$ cat src/rtl/poll_sched_pkg.sv
package poll_sched_pkg;

  typedef enum logic {
    XDIR_WRITE = 1'b0,
    XDIR_READ  = 1'b1
  } xdir_e;

  typedef enum logic {
    ARB_IDLE = 1'b0,
    ARB_BUSY = 1'b1
  } arb_state_e;

  // next slot in a ring of n entries
  function automatic int slot_after(int cur, int n);
    return (cur + 1 >= n) ? 0 : cur + 1;
  endfunction

  // distance walked upward from 'from' to reach 'to' in a ring of n
  function automatic int ring_dist(int from, int to, int n);
    return (to > from) ? (to - from) : (to + n - from);
  endfunction

endpackage

$ cat src/rtl/poll_seq.sv
module poll_seq
  import poll_sched_pkg::*;
#(
  parameter int N_SLAVES = 4,
  localparam int AW = (N_SLAVES > 1) ? $clog2(N_SLAVES) : 1
) (
  input  logic                clk,
  input  logic                rst_n,
  output logic [AW-1:0]       poll_addr,
  output logic [N_SLAVES-1:0] ce_n,
  output logic                samp_vld,
  output logic [AW-1:0]       samp_idx
);

  logic [AW-1:0] ptr_q;

  always_ff @(posedge clk) begin
    if (!rst_n) begin
      ptr_q    <= '0;
      samp_vld <= 1'b0;
      samp_idx <= '0;
    end else begin
      ptr_q    <= AW'(slot_after(int'(ptr_q), N_SLAVES));
      samp_vld <= 1'b1;
      samp_idx <= ptr_q;   // flags arrive one cycle after selection
    end
  end

  assign poll_addr = ptr_q;

  for (genvar g = 0; g < N_SLAVES; g++) begin : g_dec
    assign ce_n[g] = (ptr_q != AW'(g));
  end

endmodule

$ cat src/rtl/ready_maps.sv
module ready_maps
  import poll_sched_pkg::*;
#(
  parameter int N_SLAVES = 4,
  localparam int AW = (N_SLAVES > 1) ? $clog2(N_SLAVES) : 1
) (
  input  logic                clk,
  input  logic                rst_n,
  input  logic                samp_vld,
  input  logic [AW-1:0]       samp_idx,
  input  logic                rx_flag,
  input  logic                tx_flag,
  input  logic                busy,
  input  logic [AW-1:0]       act_idx,
  input  logic                act_dir,
  input  logic                grant,
  input  logic [AW-1:0]       grant_idx,
  input  logic                grant_dir,
  output logic [N_SLAVES-1:0] rd_map,
  output logic [N_SLAVES-1:0] wr_map
);

  for (genvar g = 0; g < N_SLAVES; g++) begin : g_slot
    logic rd_q, wr_q;
    logic hit, is_act, is_grant;

    assign hit      = samp_vld && (samp_idx == AW'(g));
    assign is_act   = busy && (act_idx == AW'(g));
    assign is_grant = grant && (grant_idx == AW'(g));

    always_ff @(posedge clk) begin
      if (!rst_n) begin
        rd_q <= 1'b0;
      end else if (is_grant && grant_dir == XDIR_READ) begin
        rd_q <= 1'b0;
      end else if (hit && !(is_act && act_dir == XDIR_READ)) begin
        rd_q <= rx_flag;
      end
    end

    always_ff @(posedge clk) begin
      if (!rst_n) begin
        wr_q <= 1'b0;
      end else if (is_grant && grant_dir == XDIR_WRITE) begin
        wr_q <= 1'b0;
      end else if (hit && !(is_act && act_dir == XDIR_WRITE)) begin
        wr_q <= tx_flag;
      end
    end

    assign rd_map[g] = rd_q;
    assign wr_map[g] = wr_q;
  end

endmodule

$ cat src/rtl/xfer_arbiter.sv
module xfer_arbiter
  import poll_sched_pkg::*;
#(
  parameter int N_SLAVES = 4,
  localparam int AW = (N_SLAVES > 1) ? $clog2(N_SLAVES) : 1
) (
  input  logic                clk,
  input  logic                rst_n,
  input  logic [N_SLAVES-1:0] rd_map,
  input  logic [N_SLAVES-1:0] wr_map,
  input  logic                xfer_done,
  output logic                grant,
  output logic [AW-1:0]       grant_idx,
  output logic                grant_dir,
  output logic                busy,
  output logic [AW-1:0]       act_idx,
  output logic                act_dir
);

  arb_state_e    state_q;
  logic [AW-1:0] last_q;

  // {found, index}: first set bit walking upward from last+1
  function automatic logic [AW:0] rr_pick(logic [N_SLAVES-1:0] map, logic [AW-1:0] last);
    logic [AW:0] r;
    r = '0;
    for (int k = N_SLAVES; k >= 1; k--) begin
      int c;
      c = (int'(last) + k) % N_SLAVES;
      if (map[c]) r = {1'b1, AW'(c)};
    end
    return r;
  endfunction

  logic [AW:0] rd_pick, wr_pick;

  always_comb begin
    rd_pick   = rr_pick(rd_map, last_q);
    wr_pick   = rr_pick(wr_map, last_q);
    grant     = (state_q == ARB_IDLE) && (rd_pick[AW] || wr_pick[AW]);
    grant_dir = rd_pick[AW] ? XDIR_READ : XDIR_WRITE;
    grant_idx = rd_pick[AW] ? rd_pick[AW-1:0] : wr_pick[AW-1:0];
  end

  always_ff @(posedge clk) begin
    if (!rst_n) begin
      state_q <= ARB_IDLE;
      act_idx <= '0;
      act_dir <= XDIR_WRITE;
      last_q  <= AW'(N_SLAVES - 1);
    end else begin
      case (state_q)
        ARB_IDLE: if (grant) begin
          state_q <= ARB_BUSY;
          act_idx <= grant_idx;
          act_dir <= grant_dir;
          last_q  <= grant_idx;
        end
        ARB_BUSY: if (xfer_done) state_q <= ARB_IDLE;
        default:  state_q <= ARB_IDLE;
      endcase
    end
  end

  assign busy = (state_q == ARB_BUSY);

endmodule

$ cat src/rtl/poll_sched_top.sv
module poll_sched_top
  import poll_sched_pkg::*;
#(
  parameter int N_SLAVES  = 4,
  parameter int BURST_LEN = 8,
  localparam int AW = (N_SLAVES > 1) ? $clog2(N_SLAVES) : 1,
  localparam int LW = $clog2(BURST_LEN + 1)
) (
  input  logic                clk,
  input  logic                rst_n,
  output logic [N_SLAVES-1:0] slv_ce_n,
  output logic [AW-1:0]       poll_addr,
  input  logic                rx_avail,
  input  logic                tx_room,
  output logic                xfer_req,
  output logic                xfer_dir,
  output logic [AW-1:0]       xfer_slave,
  output logic [LW-1:0]       xfer_len,
  input  logic                xfer_done,
  output logic [N_SLAVES-1:0] rd_ready_map,
  output logic [N_SLAVES-1:0] wr_ready_map
);

  // named internal events
  logic          samp_vld;
  logic [AW-1:0] samp_idx;
  logic          grant;
  logic [AW-1:0] grant_idx;
  logic          grant_dir;
  logic          busy;
  logic [AW-1:0] act_idx;
  logic          act_dir;

  poll_seq #(.N_SLAVES(N_SLAVES)) u_seq (
    .clk       (clk),
    .rst_n     (rst_n),
    .poll_addr (poll_addr),
    .ce_n      (slv_ce_n),
    .samp_vld  (samp_vld),
    .samp_idx  (samp_idx)
  );

  ready_maps #(.N_SLAVES(N_SLAVES)) u_maps (
    .clk       (clk),
    .rst_n     (rst_n),
    .samp_vld  (samp_vld),
    .samp_idx  (samp_idx),
    .rx_flag   (rx_avail),
    .tx_flag   (tx_room),
    .busy      (busy),
    .act_idx   (act_idx),
    .act_dir   (act_dir),
    .grant     (grant),
    .grant_idx (grant_idx),
    .grant_dir (grant_dir),
    .rd_map    (rd_ready_map),
    .wr_map    (wr_ready_map)
  );

  xfer_arbiter #(.N_SLAVES(N_SLAVES)) u_arb (
    .clk       (clk),
    .rst_n     (rst_n),
    .rd_map    (rd_ready_map),
    .wr_map    (wr_ready_map),
    .xfer_done (xfer_done),
    .grant     (grant),
    .grant_idx (grant_idx),
    .grant_dir (grant_dir),
    .busy      (busy),
    .act_idx   (act_idx),
    .act_dir   (act_dir)
  );

  assign xfer_req   = busy;
  assign xfer_dir   = act_dir;
  assign xfer_slave = act_idx;
  assign xfer_len   = LW'(BURST_LEN);

endmodule

$ cat config.mk
export PLATFORM = sky130hd
export DESIGN_NAME = poll_sched_top
export DESIGN_NICKNAME = d
export VERILOG_FILES = /design/src/rtl/poll_sched_pkg.sv /design/src/rtl/poll_seq.sv /design/src/rtl/ready_maps.sv /design/src/rtl/xfer_arbiter.sv /design/src/rtl/poll_sched_top.sv
export SDC_FILE = /design/constraint.sdc
export NUM_CORES = 1
export LEC_CHECK = 0
export ABC_AREA = 1
export BUFFER_PORTS_ARGS = -buffer_cell sky130_fd_sc_hd__buf_2
export CAP_MARGIN = 20
export CORE_UTILIZATION = 55
export CTS_CLUSTER_DIAMETER = 200
export DETAILED_ROUTE_END_ITERATION = 10
export PLACE_DENSITY = 0.88
export SYNTH_ARGS = -nofsm -noshare
export SYNTH_HDL_FRONTEND = slang
export SYNTH_SLANG_ARGS = --single-unit
$ cat constraint.sdc
create_clock -name clk -period 2.3 [get_ports clk]
set_clock_uncertainty 0.2 [all_clocks]
set_input_delay 0.69 -clock clk [delete_from_list [all_inputs] [get_ports clk]]
set_output_delay 0.69 -clock clk [all_outputs]
set_load 0.02 [all_outputs]
==> results.tsv, run 1 <==
stage	metric	value	unit
setup_path	critPathTopFamily	flip-flops	
timing	finalSetupTns	0	ps
setup_path	cp-start-kind	register	
power	combPwrFrac	56.0	%
clock_network	cts_hold_buf	0	
clock_network	numCtsBuffers	3	
clock_network	clk_latency	300	ps
setup_path	cp.buffers_inverters	3	
power	p_sw	766.2	uW
power	clkPwrFrac	11.7	%
setup_path	worst_setup_path_end_kind	output pin	
global_route	grt_use_met3	1.977	%
clock_network	postCtsSetupBuffers	0	
setup_path	cp_max_fo	7	
setup_path	arrival	1270	ps
clock_network	cts_max_level	1	
clock_network	clock_sinks	19	
placement	io_buffers	22	
route	routed_wl	3015	um
global_route	grt_use_met2	38.07	%
job	cap_violations	0	
floorplanning	core_area	2500	um^2
route	firstDrtPassIters	4	
timing	drv_slew	0	
setup_path	slowest_delay	460	ps
global_route	grt.busiest_layer	met2	
global_route	grt_usage	23.25	%
timing	hold_viol_final	0	
setup_path	critical_path_class	register to output pin	
clock_network	ctsResizeCount	0	
floorplanning	rows	18	
timing	setup_violations	0	
global_route	grt_max_degree	15	
power	p_per_area	962.9	nW/um^2
yosys	synth_area	1478	um^2
yosys	synth.distinct_cells	25	
global_route	grt.overflow.total	0	
layout	layout-drive-gt1-share	18.00	%
layout	layout_commonest_cell	nand2_1	
layout	multiInputGateArea	802.0	um^2
timing	fmax	0.4636	GHz
layout	seqCellArea	380.4	um^2
setup_path	cpMostUsedCell	inv_1	
global_route	grt_pass1_vias	1198	
global_route	grt_pass1_wl	4912	um
floorplanning	io_pins	27	
yosys	ys_warn_count	0	
power	internal-power	713.3	uW
clock_network	clkTransAtPathRegs	110	ps
power	totalPowerFinal	1.480	mW
outcome	status	completed	
clock_network	cts_tree	built	
power	leakagePower	0.8209	nW
timing	min_period_over_period	93.78	%
clock_network	clockBufferDepth	2	
route	viasPerCell	5.168	
layout	fillCellCount	249	
worst_hold_path	hold_class	register to register	
floorplanning	initial_utilization	59.11	%
route	drc	0	
floorplanning	die_h	53.84	um
timing	rsz0062_at_grt	no	
power	swShare	51.79	%
global_route	antenna_found_initial	0	
route	wire_per_inst	10.77	um
setup_path	crit_slowest_cell	dfxtp_1	
yosys	synth_area_per_cell	6.235	um^2
layout	mostFrequentLayoutCells	nand2_1 (64), inv_1 (40), buf_2 (22)	
yosys	ys_ff_latch	19	
route	drt-initial-drc-count	40	
timing	period_minus_slack	2157	ps
setup_path	crit_chain	inv_1 > ha_1 > inv_1 > buf_2	
yosys	syn_inst	237	
layout	n_antenna_cell	0	
layout	syn2layout_area_growth	3.979	%
floorplanning	die_w	53.84	um
placement	place.gp.congestion	0.8018	
power	irDropWorstVdd	0.6828	mV
yosys	yosysSeqAreaShare	25.74	%
power	pwr-share-seq	32.4	%
placement	hpwl	2380	um
clock_network	clockRootBuffer	clkbuf_4	
floorplanning	dieArea	2898	um^2
layout	nets	261	
global_route	met1_usage	30.83	%
route	via_count	1447	
setup_path	cp.required	1410	ps
route	ant_nets	0	
==> power by group through the flow <==
stage	Sequential, mW	Combinational (mW)	Clock, mW
after floorplan	0.490	0.709	0
after global placement	0.484	0.806	0
after detailed placement	0.486	0.818	0
after CTS	0.478	0.821	0.178
after global routing	0.488	0.922	0.187
final	0.479	0.828	0.172
==> through the flow <==
step	instances	setup slack [ps]	util (%)	area, um^2	hold slack, ps
2_1_floorplan	239	457.5	-	1485	354.3
3_3_place_gp	276	375.5	60.36	1509	294.6
3_5_place_dp	276	313.4	60.36	1509	296.1
4_1_cts	280	127.5	61.46	1536	312.2
5_1_grt	280	46.02	61.46	1536	335.3
6_report	280	143.1	61.46	1536	310.4
==> routing by layer <==
layer	vias to the layer above	wire length [um]	part of all wire, %
met5	-	0	0
met4	0	51	1.7
met3	5	196	6.5
met2	51	1300	43
met1	634	1467	49
li1	757	-	-
==> worst min-delay path, cell delays in order, from the launching register on <==
cell	delay (ps)
dfxtp_1	380
nand2_1	70
inv_1	30
==> cell type report <==
class,count,area share (%)
well taps,30,2.443
clock inverters,1,0.3257
inverters,43,10.67
flip-flops and latches,19,24.76
repair buffers,24,8.143
multi-input cells,160,52.20
clock buffers,3,1.466
==> sequential cells by signal (all words and copies together) (netlist names) <==
register,cells
u_maps.g_slot.rd_q,4
u_seq.poll_addr,2
u_arb.act_idx,2
u_arb.last_q,2
u_seq.samp_vld,1
u_arb.act_dir,1
u_arb.busy,1
u_seq.samp_idx,2
u_maps.g_slot.wr_q,4
==> path summary, 6_finish.rpt <==
kind / slack [ps] / depth (start not counted) / end / start
worst max-delay path: 140 / 4 / slv_ce_n[0] / u_seq.poll_addr[0]
worst min-delay path: 310 / 2 / u_seq.samp_idx[1] / u_seq.poll_addr[1]
worst max register to register: 260 / 11 / u_maps.g_slot[3].wr_q / u_arb.last_q[0]
worst min register to register: 310 / 2 / u_seq.samp_idx[1] / u_seq.poll_addr[1]
==> logic make-up after synthesis <==
group / count (synthesis) / synth area share (%)
buffers and inverters: 60 / 20.49
other: 2 / 0.5082
DFF: 19 / 25.74
AOI/OAI and AO/OA: 31 / 12.36
adders and majority gates: 5 / 4.234
and+or+nand+nor: 120 / 36.66
==> synthesized netlist by cell type (all sizes together) <==
master / number / area share (%)
a211oi: 6 / 3.0
a21boi: 1 / 0.51
a21oi: 9 / 3.0
buf: 17 / 9.4
conb: 2 / 0.51
dfxtp: 19 / 26
ha: 5 / 4.2
inv: 43 / 11
nand2: 71 / 19
nand3: 20 / 8.1
nand4: 5 / 2.1
nor2: 17 / 4.7
nor3: 6 / 2.0
nor3b: 1 / 0.51
o211ai: 2 / 1.4
o21ai: 13 / 4.4
Power figures use the tool's default switching activity.
==> run 2: changes to the inputs <==
--- a/config.mk
+++ b/config.mk
@@ -8,10 +8,12 @@
 export ABC_AREA = 1
 export BUFFER_PORTS_ARGS = -buffer_cell sky130_fd_sc_hd__buf_2
 export CAP_MARGIN = 20
+export CORE_ASPECT_RATIO = 1.2
 export CORE_UTILIZATION = 55
 export CTS_CLUSTER_DIAMETER = 200
 export DETAILED_ROUTE_END_ITERATION = 10
 export PLACE_DENSITY = 0.88
+export SETUP_SLACK_MARGIN = 0.15
 export SYNTH_ARGS = -nofsm -noshare
 export SYNTH_HDL_FRONTEND = slang
 export SYNTH_SLANG_ARGS = --single-unit
==> run 2 against run 1 <==
- non-clock buffer count unchanged
- register-to-register slack improved by 100 ps
- sequential power about the same
- count of clock-buffer cells in the layout increased by 1
- critical endpoint is now slv_ce_n[2]
==> results.tsv, run 2 (same netlist as run 1, synthesis figures left out) <==
stage	metric	value	unit
placement	dpl_cell_area	1513	um^2
timing	rsz0062_at_grt	no	
layout	layout_commonest_cell	nand2_1	
timing	fin_ws	254.8	ps
global_route	grt.overflow.total	0	
clock_network	clockRootBuffer	clkbuf_4	
setup_path	rrSetupSlack	360	ps
setup_path	cp-start-kind	register	
clock_network	clock_sinks	19	
layout	layout-drive-gt1-share	18.80	%
setup_path	cp_max_fo	7	
global_route	grt_pass1_wl	4905	um
floorplanning	core_area	2552	um^2
worst_hold_path	min_from	u_seq.poll_addr[1]	
setup_path	crit_chain	inv_1 > ha_1 > inv_1 > buf_2	
setup_path	slowest_delay	400	ps
power	leakagePower	0.8184	nW
setup_path	r2r_start	u_arb.last_q[1]	
placement	dp_slack	275.4	ps
route	via_count	1439	
route	viasPerCell	5.085	
worst_hold_path	hold_depth	2	
global_route	grt_max_degree	15	
global_route	grt_pass1_vias	1152	
setup_path	crit_slowest_cell	dfxtp_2	
setup_path	r2r-end	u_maps.g_slot[2].wr_q	
layout	mostFrequentLayoutCells	nand2_1 (64), inv_1 (40), buf_2 (22)	
power	irDropWorstVdd	0.7233	mV
setup_path	cp.buffers_inverters	3	
placement	hpwl	2437	um
route	drc	0	
layout	syn2layout_area_growth	4.403	%
timing	period_minus_slack	2045	ps
clock_network	clk_latency	300	ps
floorplanning	die_w	49.32	um
route	ant_nets	0	
timing	finalSetupTns	0	ps
setup_path	worst_setup_path_end_kind	output pin	
global_route	antenna_found_initial	0	
layout	multiInputGateArea	802.0	um^2
placement	post-place-cells	279	
layout	n_antenna_cell	0	
timing	hold_slack	284.7	ps
route	wire_per_inst	10.78	um
placement	place.gp.congestion	0.8724	
power	totalPowerFinal	1.470	mW
timing	setup_violations	0	
layout	seqCellArea	384.1	um^2
floorplanning	die_h	58.78	um
setup_path	critPathTopFamily	flip-flops	
setup_path	cp.required	1410	ps
setup_path	cpMostUsedCell	inv_1	
clock_network	cts_max_level	1	
clock_network	cts_hold_buf	0	
clock_network	cts_tree	built	
route	drt-initial-drc-count	57	
power	p_per_area	953.0	nW/um^2
worst_hold_path	holdPathEnd	u_seq.samp_idx[1]	
floorplanning	io_pins	27	
setup_path	critical_path_class	register to output pin	
timing	drv_slew	0	
layout	final_core_util	60.44	%
clock_network	numCtsBuffers	3	
global_route	grt_usage	22.34	%
route	firstDrtPassIters	5	
floorplanning	initial_utilization	57.89	%
clock_network	clockBufferDepth	2	
layout	final_area	1543	um^2
placement	io_buffers	22	
outcome	status	completed	
timing	fmax	0.4890	GHz
floorplanning	rows	20	
layout	nets	261	
setup_path	arrival	1160	ps
clock_network	clkTransAtPathRegs	100	ps
layout	top_regs	u_maps.g_slot.rd_q (4), u_maps.g_slot.wr_q (4)	
timing	min_period_over_period	88.92	%
setup_path	ff2ff_path_depth	13	
timing	hold_viol_final	0	
route	routed_wl	3051	um
worst_hold_path	hold_class	register to register	
job	cap_violations	0	
floorplanning	dieArea	2899	um^2
layout	instances_no_fill	283	
layout	fillCellCount	272	
run 2: final cells by class:
class,count,share of cell area (%)
inverters,43,10.62
well taps,33,2.676
flip-flops and latches,19,24.90
repair buffers,24,8.110
clock buffers,4,1.703
multi-input cells,160,51.99
run 2: layer usage:
layer / vias to the layer above / track usage (%) / wire length (um)
li1: 752 / - / -
met1: 630 / 26.26 / 1318
met2: 48 / 40.31 / 1531
met3: 9 / 2.584 / 132
met4: 0 / 10.50 / 68
met5: - / 0 / 0
run 2: worst register-to-register path, stage by stage (launching register included):
cell	delay [ps]
dfxtp_1	520
inv_2	140
nand2_1	100
nand2_2	80
nand2_1	100
nand2_1	60
nand2_1	100
nand2_1	60
nand2_1	70
nand3_2	110
nand2_1	110
nand3_1	90
nand2_1	70
inv_1	40
run 2: what timing repair did:
| action | CTS | global route |
|---|---|---|
| resized for setup | 0 | 3 |
| setup endpoints to repair | 0 | 9 |
| endpoints found under the hold margin | 0 | 0 |
| buffers inserted | 0 | 0 |
run 2: power breakdown:
part / switching [mW] / leakage (nW) / total [mW] / internal [mW]
combinational: 0.561 / 0.647 / 0.819 / 0.258
clock: 0.102 / 0.0150 / 0.170 / 0.0677
sequential: 0.0879 / 0.156 / 0.481 / 0.393
run 2: worst max path at each step:
stage | from | endpoint | slack (ps) | cells after the start
finish | u_seq.poll_addr[0] | slv_ce_n[2] | 250 | 4
global route | u_seq.poll_addr[0] | slv_ce_n[0] | 180 | 4
CTS | u_seq.poll_addr[0] | slv_ce_n[2] | 160 | 4
global placement | u_arb.last_q[0] | u_maps.g_slot[3].wr_q | 370 | 12
floorplan | u_seq.poll_addr[0] | slv_ce_n[0] | 460 | 3
detailed placement | u_arb.last_q[0] | u_maps.g_slot[1].wr_q | 280 | 12
